[config.mk]
export PLATFORM = sky130hd
export DESIGN_NAME = nb_ctrl_regs
export DESIGN_NICKNAME = d
export VERILOG_FILES = /design/src/rtl/nb_regs_pkg.sv /design/src/rtl/nb_addr_decode.sv /design/src/rtl/nb_irq_enable.sv /design/src/rtl/nb_reset_trigger.sv /design/src/rtl/nb_ctrl_regs.sv
export SDC_FILE = /design/constraint.sdc
export NUM_CORES = 2
export LEC_CHECK = 0
export ABC_CLOCK_PERIOD_IN_PS = 2000
export BUFFER_PORTS_ARGS = -buffer_cell sky130_fd_sc_hd__buf_2
export CAP_MARGIN = 20
export CORE_MARGIN = 3
export CORE_UTILIZATION = 56
export DETAILED_ROUTE_END_ITERATION = 7
export PLACE_DENSITY = 0.76
export REMOVE_ABC_BUFFERS = 1
export SETUP_SLACK_MARGIN = 0.05
export SLEW_MARGIN = 5
export SYNTH_ARGS = -nofsm -noshare
export SYNTH_HDL_FRONTEND = slang
export SYNTH_SLANG_ARGS = --single-unit
[constraint.sdc]
create_clock -name clk -period 2 [get_ports clk]
set_clock_uncertainty 0.05 [all_clocks]
set_input_delay 0.2 -clock clk [delete_from_list [all_inputs] [get_ports clk]]
set_output_delay 0.2 -clock clk [all_outputs]
set_load 0.005 [all_outputs]
[src/rtl/nb_regs_pkg.sv]
package nb_regs_pkg;

  localparam int unsigned NB_WORD_W      = 32;
  localparam int unsigned NB_IDX_GENCFG  = 1;
  localparam int unsigned NB_IDX_ENSET   = 12;
  localparam int unsigned NB_IDX_ENCLR   = 13;
  localparam int unsigned NB_IDX_EN      = 14;
  localparam int unsigned NB_IDX_STAT    = 15;
  localparam int unsigned NB_RESET_BIT   = 2;

  typedef logic [NB_WORD_W-1:0] nb_word_t;

  // Power-up value of each word, indexed by word (byte offset / 4).
  function automatic nb_word_t nb_default(input int unsigned idx);
    case (idx)
      0:       nb_default = 32'h0000_0C40;
      1:       nb_default = 32'h0000_1384;
      2:       nb_default = 32'h2BFF_8010;
      3:       nb_default = 32'h255E_0091;
      4:       nb_default = 32'h0000_6140;
      7:       nb_default = 32'h0000_01FF;
      8:       nb_default = 32'h0000_01FF;
      26:      nb_default = 32'h0000_0008;
      27:      nb_default = 32'h1000_0000;
      default: nb_default = '0;
    endcase
  endfunction

endpackage

[src/rtl/nb_addr_decode.sv]
module nb_addr_decode #(
  parameter int unsigned ADDR_W = 8,
  parameter int unsigned NWORDS = 28,
  localparam int unsigned IDX_W = $clog2(NWORDS)
) (
  input  logic [ADDR_W-1:0] addr,
  output logic [IDX_W-1:0]  idx,
  output logic              in_win
);
  localparam int unsigned WIN_BYTES = NWORDS * 4;

  assign idx    = addr[IDX_W+1:2];
  assign in_win = (32'(addr) < WIN_BYTES);
endmodule

[src/rtl/nb_irq_enable.sv]
module nb_irq_enable #(
  parameter int unsigned W = 32
) (
  input  logic         clk,
  input  logic         rst,
  input  logic         set_we,
  input  logic         clr_we,
  input  logic [W-1:0] wdata,
  output logic [W-1:0] enable
);
  always_ff @(posedge clk) begin
    if (rst)         enable <= '0;
    else if (set_we) enable <= enable | wdata;
    else if (clr_we) enable <= enable & ~wdata;
  end

  // every bit written through the set alias is on afterwards
  p_set_merges_r2: assert property (@(posedge clk) disable iff (rst)
    set_we |=> ((enable & $past(wdata)) == $past(wdata)));
  // every bit written through the clear alias is off afterwards
  p_clr_drops_r3: assert property (@(posedge clk) disable iff (rst)
    clr_we |=> ((enable & $past(wdata)) == '0));
  // no other access moves the enable word
  p_en_quiet_r4: assert property (@(posedge clk) disable iff (rst)
    !(set_we || clr_we) |=> $stable(enable));
endmodule

[src/rtl/nb_reset_trigger.sv]
module nb_reset_trigger (
  input  logic clk,
  input  logic rst,
  input  logic gen_we,
  input  logic old_bit,
  input  logic new_bit,
  output logic req
);
  always_ff @(posedge clk) begin
    if (rst) req <= 1'b0;
    else     req <= gen_we && !old_bit && new_bit;
  end

  // the request never lasts longer than one cycle
  p_req_single_r5: assert property (@(posedge clk) disable iff (rst)
    req |=> !req);
endmodule

[src/rtl/nb_ctrl_regs.sv]
module nb_ctrl_regs
  import nb_regs_pkg::*;
#(
  parameter int unsigned ADDR_W       = 8,
  parameter int unsigned WINDOW_BYTES = 112,
  localparam int unsigned NWORDS      = WINDOW_BYTES / 4,
  localparam int unsigned IDX_W       = $clog2(NWORDS),
  localparam int unsigned W           = NB_WORD_W
) (
  input  logic              clk,
  input  logic              rst,
  input  logic [ADDR_W-1:0] bus_addr,
  input  logic [W-1:0]      bus_wdata,
  input  logic              bus_we,
  input  logic              bus_re,
  output logic [W-1:0]      bus_rdata,
  output logic              sys_reset_req,
  output logic [W-1:0]      irq_enable,
  output logic [W-1:0]      irq_status
);

  logic [IDX_W-1:0] idx;
  logic             in_win;
  logic             wr_hit;
  logic [W-1:0]     word_q [NWORDS];
  logic [W-1:0]     rd_sel;

  nb_addr_decode #(.ADDR_W(ADDR_W), .NWORDS(NWORDS)) u_dec (
    .addr   (bus_addr),
    .idx    (idx),
    .in_win (in_win)
  );

  assign wr_hit = bus_we && in_win;

  nb_irq_enable #(.W(W)) u_en (
    .clk    (clk),
    .rst    (rst),
    .set_we (wr_hit && (32'(idx) == NB_IDX_ENSET)),
    .clr_we (wr_hit && (32'(idx) == NB_IDX_ENCLR)),
    .wdata  (bus_wdata),
    .enable (irq_enable)
  );

  for (genvar i = 0; i < NWORDS; i++) begin : g_word
    if (i == NB_IDX_EN) begin : g_en
      assign word_q[i] = irq_enable;
    end else if (i == NB_IDX_STAT) begin : g_stat
      assign word_q[i] = '0;
    end else begin : g_store
      logic [W-1:0] q;
      always_ff @(posedge clk) begin
        if (rst)                                 q <= nb_default(i);
        else if (wr_hit && (32'(idx) == 32'(i))) q <= bus_wdata;
      end
      assign word_q[i] = q;
    end
  end

  nb_reset_trigger u_rst_trig (
    .clk     (clk),
    .rst     (rst),
    .gen_we  (wr_hit && (32'(idx) == NB_IDX_GENCFG)),
    .old_bit (word_q[NB_IDX_GENCFG][NB_RESET_BIT]),
    .new_bit (bus_wdata[NB_RESET_BIT]),
    .req     (sys_reset_req)
  );

  assign irq_status = word_q[NB_IDX_STAT];

  always_comb begin
    rd_sel = '0;
    for (int k = 0; k < NWORDS; k++)
      if (in_win && (32'(idx) == 32'(k))) rd_sel = word_q[k];
  end

  always_ff @(posedge clk) begin
    if (rst)         bus_rdata <= '0;
    else if (bus_re) bus_rdata <= rd_sel;
  end

  // reads beyond the window come back as zero
  p_oor_read_zero_r7: assert property (@(posedge clk) disable iff (rst)
    (bus_re && (32'(bus_addr) >= WINDOW_BYTES)) |=> (bus_rdata == '0));
  // read data holds while no read is issued
  p_rdata_hold_r8: assert property (@(posedge clk) disable iff (rst)
    !bus_re |=> $stable(bus_rdata));
endmodule

# Word level (Yosys, flattened, before mapping)
# Index checks and enable logic that the tools add are counted.
[op_classes]
magnitude_cmp = 1
eq_ne = 27
mux = 30
n_bitwise = 3
n_reduce_logical = 60
[op_table]
columns = ["op", "n"]
rows = [
  ["two-way mux 32 bit", 30],
  ["== test 5 bit (second input constant)", 12],
  ["logical AND 1 bit", 57],
  ["== test 5 x 4 -> 1 bit (second input constant)", 8],
  ["AND 32 bit", 1],
  ["NOT 32 bit", 1],
  ["OR 32 bit", 1],
  ["== test 5 x 3 -> 1 bit (second input constant)", 4],
  ["== test 5 x 2 -> 1 bit (second input constant)", 2],
  ["< comparator 8 x 7 -> 1 bit (second input constant)", 1],
  ["== test 5 x 1 -> 1 bit (second input constant)", 1],
  ["logical NOT 5 bit", 1],
  ["nonzero test 2 bit", 1],
  ["logical NOT 1 bit", 1],
]
[word_totals]
ff_bits = 897
input_bits = 44
output_inout_bits = 97
word_cells = 150

# Logic depth before layout (Yosys ltp)
[logic_depth]
depth_word = 30
mapped_depth = 11
depth_no_buf = 6

# By module
# A second synthesis with hierarchy kept.
[hier_totals]
cells_unflattened = 5333
hier_area_um2 = 40043.4
[modules_own_cells]
columns = ["module", "n_inst", "cells_per_inst", "area_each_um2", "seq_area_each_um2"]
rows = [
  ["nb_ctrl_regs", 1, 5188, 38557.0, 17296.6],
  ["nb_irq_enable", 1, 137, 1410.1, 640.6],
  ["nb_addr_decode", 1, 6, 43.8, 0.0],
  ["nb_reset_trigger", 1, 2, 32.5, 20.0],
]

# Least setup slack after synthesis
# OpenSTA, ideal clock, no wires.
[synth_path]
path_type = "input -> register"
startpoint = "input bus_addr[5]"
endpoint = "register bus_rdata[30]"
setup_time_ns = 0.128
arrival_time_ns = 1.840
t_required_ns = 1.822
setup_slack_ns = -0.019
stages = 7
n_path_buf = 1
cell_sequence = "or4b_1 > buf_2 > a2111oi_4 > a221oi_1 > a2111o_1 > a211oi_2 > o31ai_1"
[synth_via]
elab_chain_len = 30
word_cells_on_any_way = 85
cone_classes = "order compare (1); eq/ne (27); mux (28); reduce/logical (29)"
[synth_lines]
columns = ["item", "line_no", "rtl"]
rows = [
  ["start, declared", "nb_ctrl_regs.sv:12", "input logic [ADDR_W-1:0] bus_addr,"],
  ["< comparator 8 x 7 -> 1 bit / logical NOT 5 bit (equally long branches)", "nb_addr_decode.sv:13, nb_ctrl_regs.sv:74", ""],
  ["logical AND 1 bit", "nb_ctrl_regs.sv:74", "if (in_win && (32'(idx) == 32'(k))) rd_sel = word_q[k];"],
  ["two-way mux 32 bit (27 in a row)", "nb_ctrl_regs.sv:74", ""],
  ["two-way mux 32 bit (*)", "nb_ctrl_regs.sv:74", ""],
  ["end signal, assigned", "nb_ctrl_regs.sv:79", "else if (bus_re) bus_rdata <= rd_sel;"],
  ["end, declared", "nb_ctrl_regs.sv:16", "output logic [W-1:0] bus_rdata,"],
]
# Mark *: on every way between the ends. The rest lies on a longest branch, timed or not.
# A chain may end at the register's enable or synchronous reset.

# Worst setup path after layout
[layout_path]
startpoint = "register g_word[3].g_store.q[30]"
endpoint = "register bus_rdata[30]"
[layout_via]
elab_chain_len = 25
[layout_lines]
columns = ["item", "line_no", "rtl"]
rows = [
  ["start, declared", "nb_ctrl_regs.sv:51", "logic [W-1:0] q;"],
  ["start signal, assigned", "nb_ctrl_regs.sv:53", "if (rst) q <= nb_default(i);"],
  ["start signal, assigned", "nb_ctrl_regs.sv:54", "else if (wr_hit && (32'(idx) == 32'(i))) q <= bus_wdata;"],
  ["two-way mux 32 bit (25 in a row)", "nb_ctrl_regs.sv:74", ""],
]
# Every way passes these cells.

==> summary.txt <==
STA
  • Worst-Margin Slew: 0.824 ns
  • Final worst slack: -0.0414 ns
  • Crit path time final: around 2.0 ns
  • RSZ-0062 raised after global routing: yes
  • Peak Freq: 0.490 GHz
  • Relative slew slack: 45.1%
  • Final setup vio count: 1
  • Period utilisation layout: 102%
  • Endpoints failing hold: 0
  • Final max-slew violation count: 0

Worst setup path
  • Largest delay share family, worst path: compound AO/OA/AOI/OAI gates
  • Worst path slowest cell: mux4_2
  • CP Cell Sequence: mux4_2 > nand2_2 > a221oi_2 > a2111o_1 > a211oi_2 > o31ai_1
  • Startpoint Class: flop
  • CP arrival: ~2.5 ns
  • Req. time, crit path: 2.49 ns
  • Crit path kind: reg2reg
  • CP max FO: 2
  • Worst Path Buf+Inv: 0
  • CP peak stage delay: just over 0.5 ns
  • Crit. End Element: flop

Global route
  • Initial antenna violation count: 5
  • Via count of the first global-routing pass: roughly 40000
  • GRT overflow: 0
  • GR Util All Layers: 39.9%
  • First-pass GRT wire length: around 230000 um
  • Largest net degree at the start of global routing: 90

Logic synthesis
  • Synthesized area: 0.0403 mm2
  • Synth warnings: 0
  • Synthesis-stage register bit count: between 800 and 900
  • Synth Flop Type: dfxtp_1
  • Syn_area_per_cell: roughly 7.5 um2
  • Register area share after synthesis: between 40 and 50%
  • Post-synth EDFFs: 0
  • Post-Syn Instances: roughly 5400
  • Fraction of registers with async set/reset: 0%
  • Post-synthesis cell type count: 92

Route
  • Drc violations: 0
  • DR WL/cell: 23.5 um
  • Final ANT Viol Nets: 0
  • Final WL: 155000 um
  • Vias: ~42000
  • Vias per Instance: approximately 6.4
  • Iter 0 DRT Violations: 5966
  • TritonRoute pass-1 iters: 7

Power and ir drop
  • PD cells: approximately 830 mW/mm2
  • Leakage: approximately 18 nW
  • Maximum VDD drop: around 0.73 mV

Layout
  • Area Overhead vs Synth: 20.9%
  • Reg area: around 0.018 mm2
  • Finished Core Util: about 69%
  • Area of the multi-input gates: roughly 0.02 mm2
  • Final Instance Area: about 0.049 mm2
  • Fill count: approximately 5700
  • Fraction of layout cells with a size suffix above 1: 17.3%
  • Final nets: approximately 5600

CTS
  • Worst-Skew Late Latency: between 0.6 and 0.7 ns
  • Clock Path Buffers: 3
  • Sink count of the clock tree: roughly 900
  • CTS H-tree lvls: 3
  • CTS tree: done
  • CTS clk-pin slew, worst paths: approximately 0.06 ns
  • Post CTS Setup Buffer Count: 0
  • Clock root buffer: clkbuf_16
  • Number of CTS-inserted buffers: between 90 and 100

Floorplanning
  • I/O Pins: between 100 and 150
  • Die height: approximately 270 um
  • Die ar.: approximately 0.075 mm2
  • Core Area: 0.0706 mm2
  • Chip Width: 274 um
  • Placement Rows: between 90 and 100
  • Initial Util: 57.1%

Min path
  • Hold Crit Class: in2reg

Job
  • Maxcap violations: 0

Outcome
  • Status: complete, but fails checks
  • Failing checks: setup timing

Placement
  • Routability cong.: 0.964
  • # port buffers: between 100 and 150
  • Pre-CTS setup slack: -0.578 ns
  • Post-DP Area: approximately 0.045 mm2
  • Post-DP HPWL: ~110000 um
final cells by class:
class,count,share of cell area [%]
tap,940,2.41
multi-input combinational,3904,41.2
sequential,897,36.9
timing repair buffer,661,12.3
clock buffer,126,5.66
inverter,15,0.116
antenna,2,0.0103
clock inverter,42,1.43
synth_stat cells (20+ instances only):
cell | count | area (um2)
nand2_1 | 1840 | 6910
a21oi_1 | 952 | 4760
dfxtp_1 | 897 | 18000
clkbuf_1 | 363 | 1360
o21ai_0 | 155 | 776
buf_2 | 140 | 701
nor2_1 | 134 | 503
nand3_1 | 90 | 450
mux2i_1 | 61 | 611
o22ai_1 | 54 | 338
buf_4 | 52 | 390
a22oi_1 | 51 | 383
mux2_2 | 40 | 450
mux4_2 | 37 | 833
o221ai_1 | 37 | 324
a211oi_1 | 33 | 248
nor3_1 | 32 | 160
a221oi_1 | 25 | 219
o2bb2ai_1 | 24 | 210
o211ai_1 | 21 | 158
and3_1 | 20 | 125
where the power goes:
part / internal (mW) / total (mW) / switching (mW) / leakage [nW]
registers: 18.0 / 18.1 / 0.0913 / 7.24
logic: 1.06 / 3.10 / 2.04 / 8.57
clock network: 12.0 / 19.5 / 7.54 / 1.71
total: 31.0 / 40.7 / 9.67 / 17.5
state kept, by name, indices dropped and copies added, names as in the netlist, named ones only:
| signal | count |
|---|---|
| bus_rdata | 32 |
| u_rst_trig.req | 1 |
| g_word.g_store.q | 832 |
per-layer routing:
layer / vias up / track usage [%] / part of all wire [%]
met4: 8 / 21.3 / 6.4
met1: 19600 / 51.7 / 37
met5: - / 0 / 0.025
li1: 18600 / - / -
met2: 2965 / 60.9 / 43
met3: 682 / 10.3 / 13
worst register-to-register path: stages (launching register included):
cell and delay (ns):
dfxtp_2 0.32, mux4_2 0.51, nand2_2 0.10, a221oi_2 0.07
a2111o_1 0.44, a211oi_2 0.32, o31ai_1 0.12
through the flow:
step | power (mW) | hold slack (ns) | instances | TNS, ns
after floorplan | 19.2 | 0.219 | 4816 | -984.83
after detailed placement | 21.3 | 0.393 | 6400 | -203.22
after global placement | 21.3 | 0.387 | 6400 | -193.61
after global routing | 41.5 | 0.0336 | 6585 | -0.00612
after CTS | 40.5 | 0.00591 | 6585 | 0
final | 40.7 | 0.0414 | 6587 | -0.0414
timing repair:
item                       in CTS  in global routing
resized for setup              12                 52
setup endpoints to repair       6                 21
hold buffers                   17                  0
hold endpoints to repair      232                  0
pin swaps                       2                 22
cell families after synthesis:
family                    synth area share, %
muxes                                    4.70
and+or+nand+nor                          22.2
DFF                                      44.5
buffers and inverters                    6.64
AOI/OAI and AO/OA                        21.9
xor gates and xnor gates               0.0217
other                                 0.00930
cell usage in the layout (no fill, tap or decap), types with 17 or more instances in the layout:
cell type / Yosys / layout
nor3_1: 32 / 32
clkinv_2: 0 / 19
buf_2: 140 / 102
mux4_2: 37 / 37
a22oi_1: 51 / 49
clkbuf_16: 0 / 98
a211oi_1: 33 / 32
a221oi_1: 25 / 19
o211ai_1: 21 / 21
o22ai_1: 54 / 53
mux2_2: 40 / 40
and3_1: 20 / 20
dfxtp_1: 897 / 888
nor2_2: 8 / 18
bufinv_16: 0 / 18
conb_1: 1 / 32
a21oi_1: 952 / 951
o2bb2ai_1: 24 / 23
nand2_1: 1840 / 1837
dlygate4sd3_1: 0 / 17
mux2i_1: 61 / 60
buf_12: 0 / 97
nor2_1: 134 / 124
nand3_1: 90 / 90
buf_4: 52 / 441
clkbuf_8: 0 / 20
o21ai_0: 155 / 147
o221ai_1: 37 / 34
and2_1: 18 / 17
path summary, 6_finish.rpt:
| check | end | slack, ns | startpoint | cells past startpoint |
|---|---|---|---|---|
| max | bus_rdata[30] | -0.04 | g_word[3].g_store.q[30] | 6 |
| max reg2reg | bus_rdata[30] | -0.04 | g_word[3].g_store.q[30] | 6 |
| min | g_word[24].g_store.q[20] | 0.04 | bus_wdata[20] | 3 |
| min reg2reg | g_word[3].g_store.q[23] | 0.40 | g_word[3].g_store.q[23] | 2 |
No activity file was read; power rests on OpenSTA's default activity.
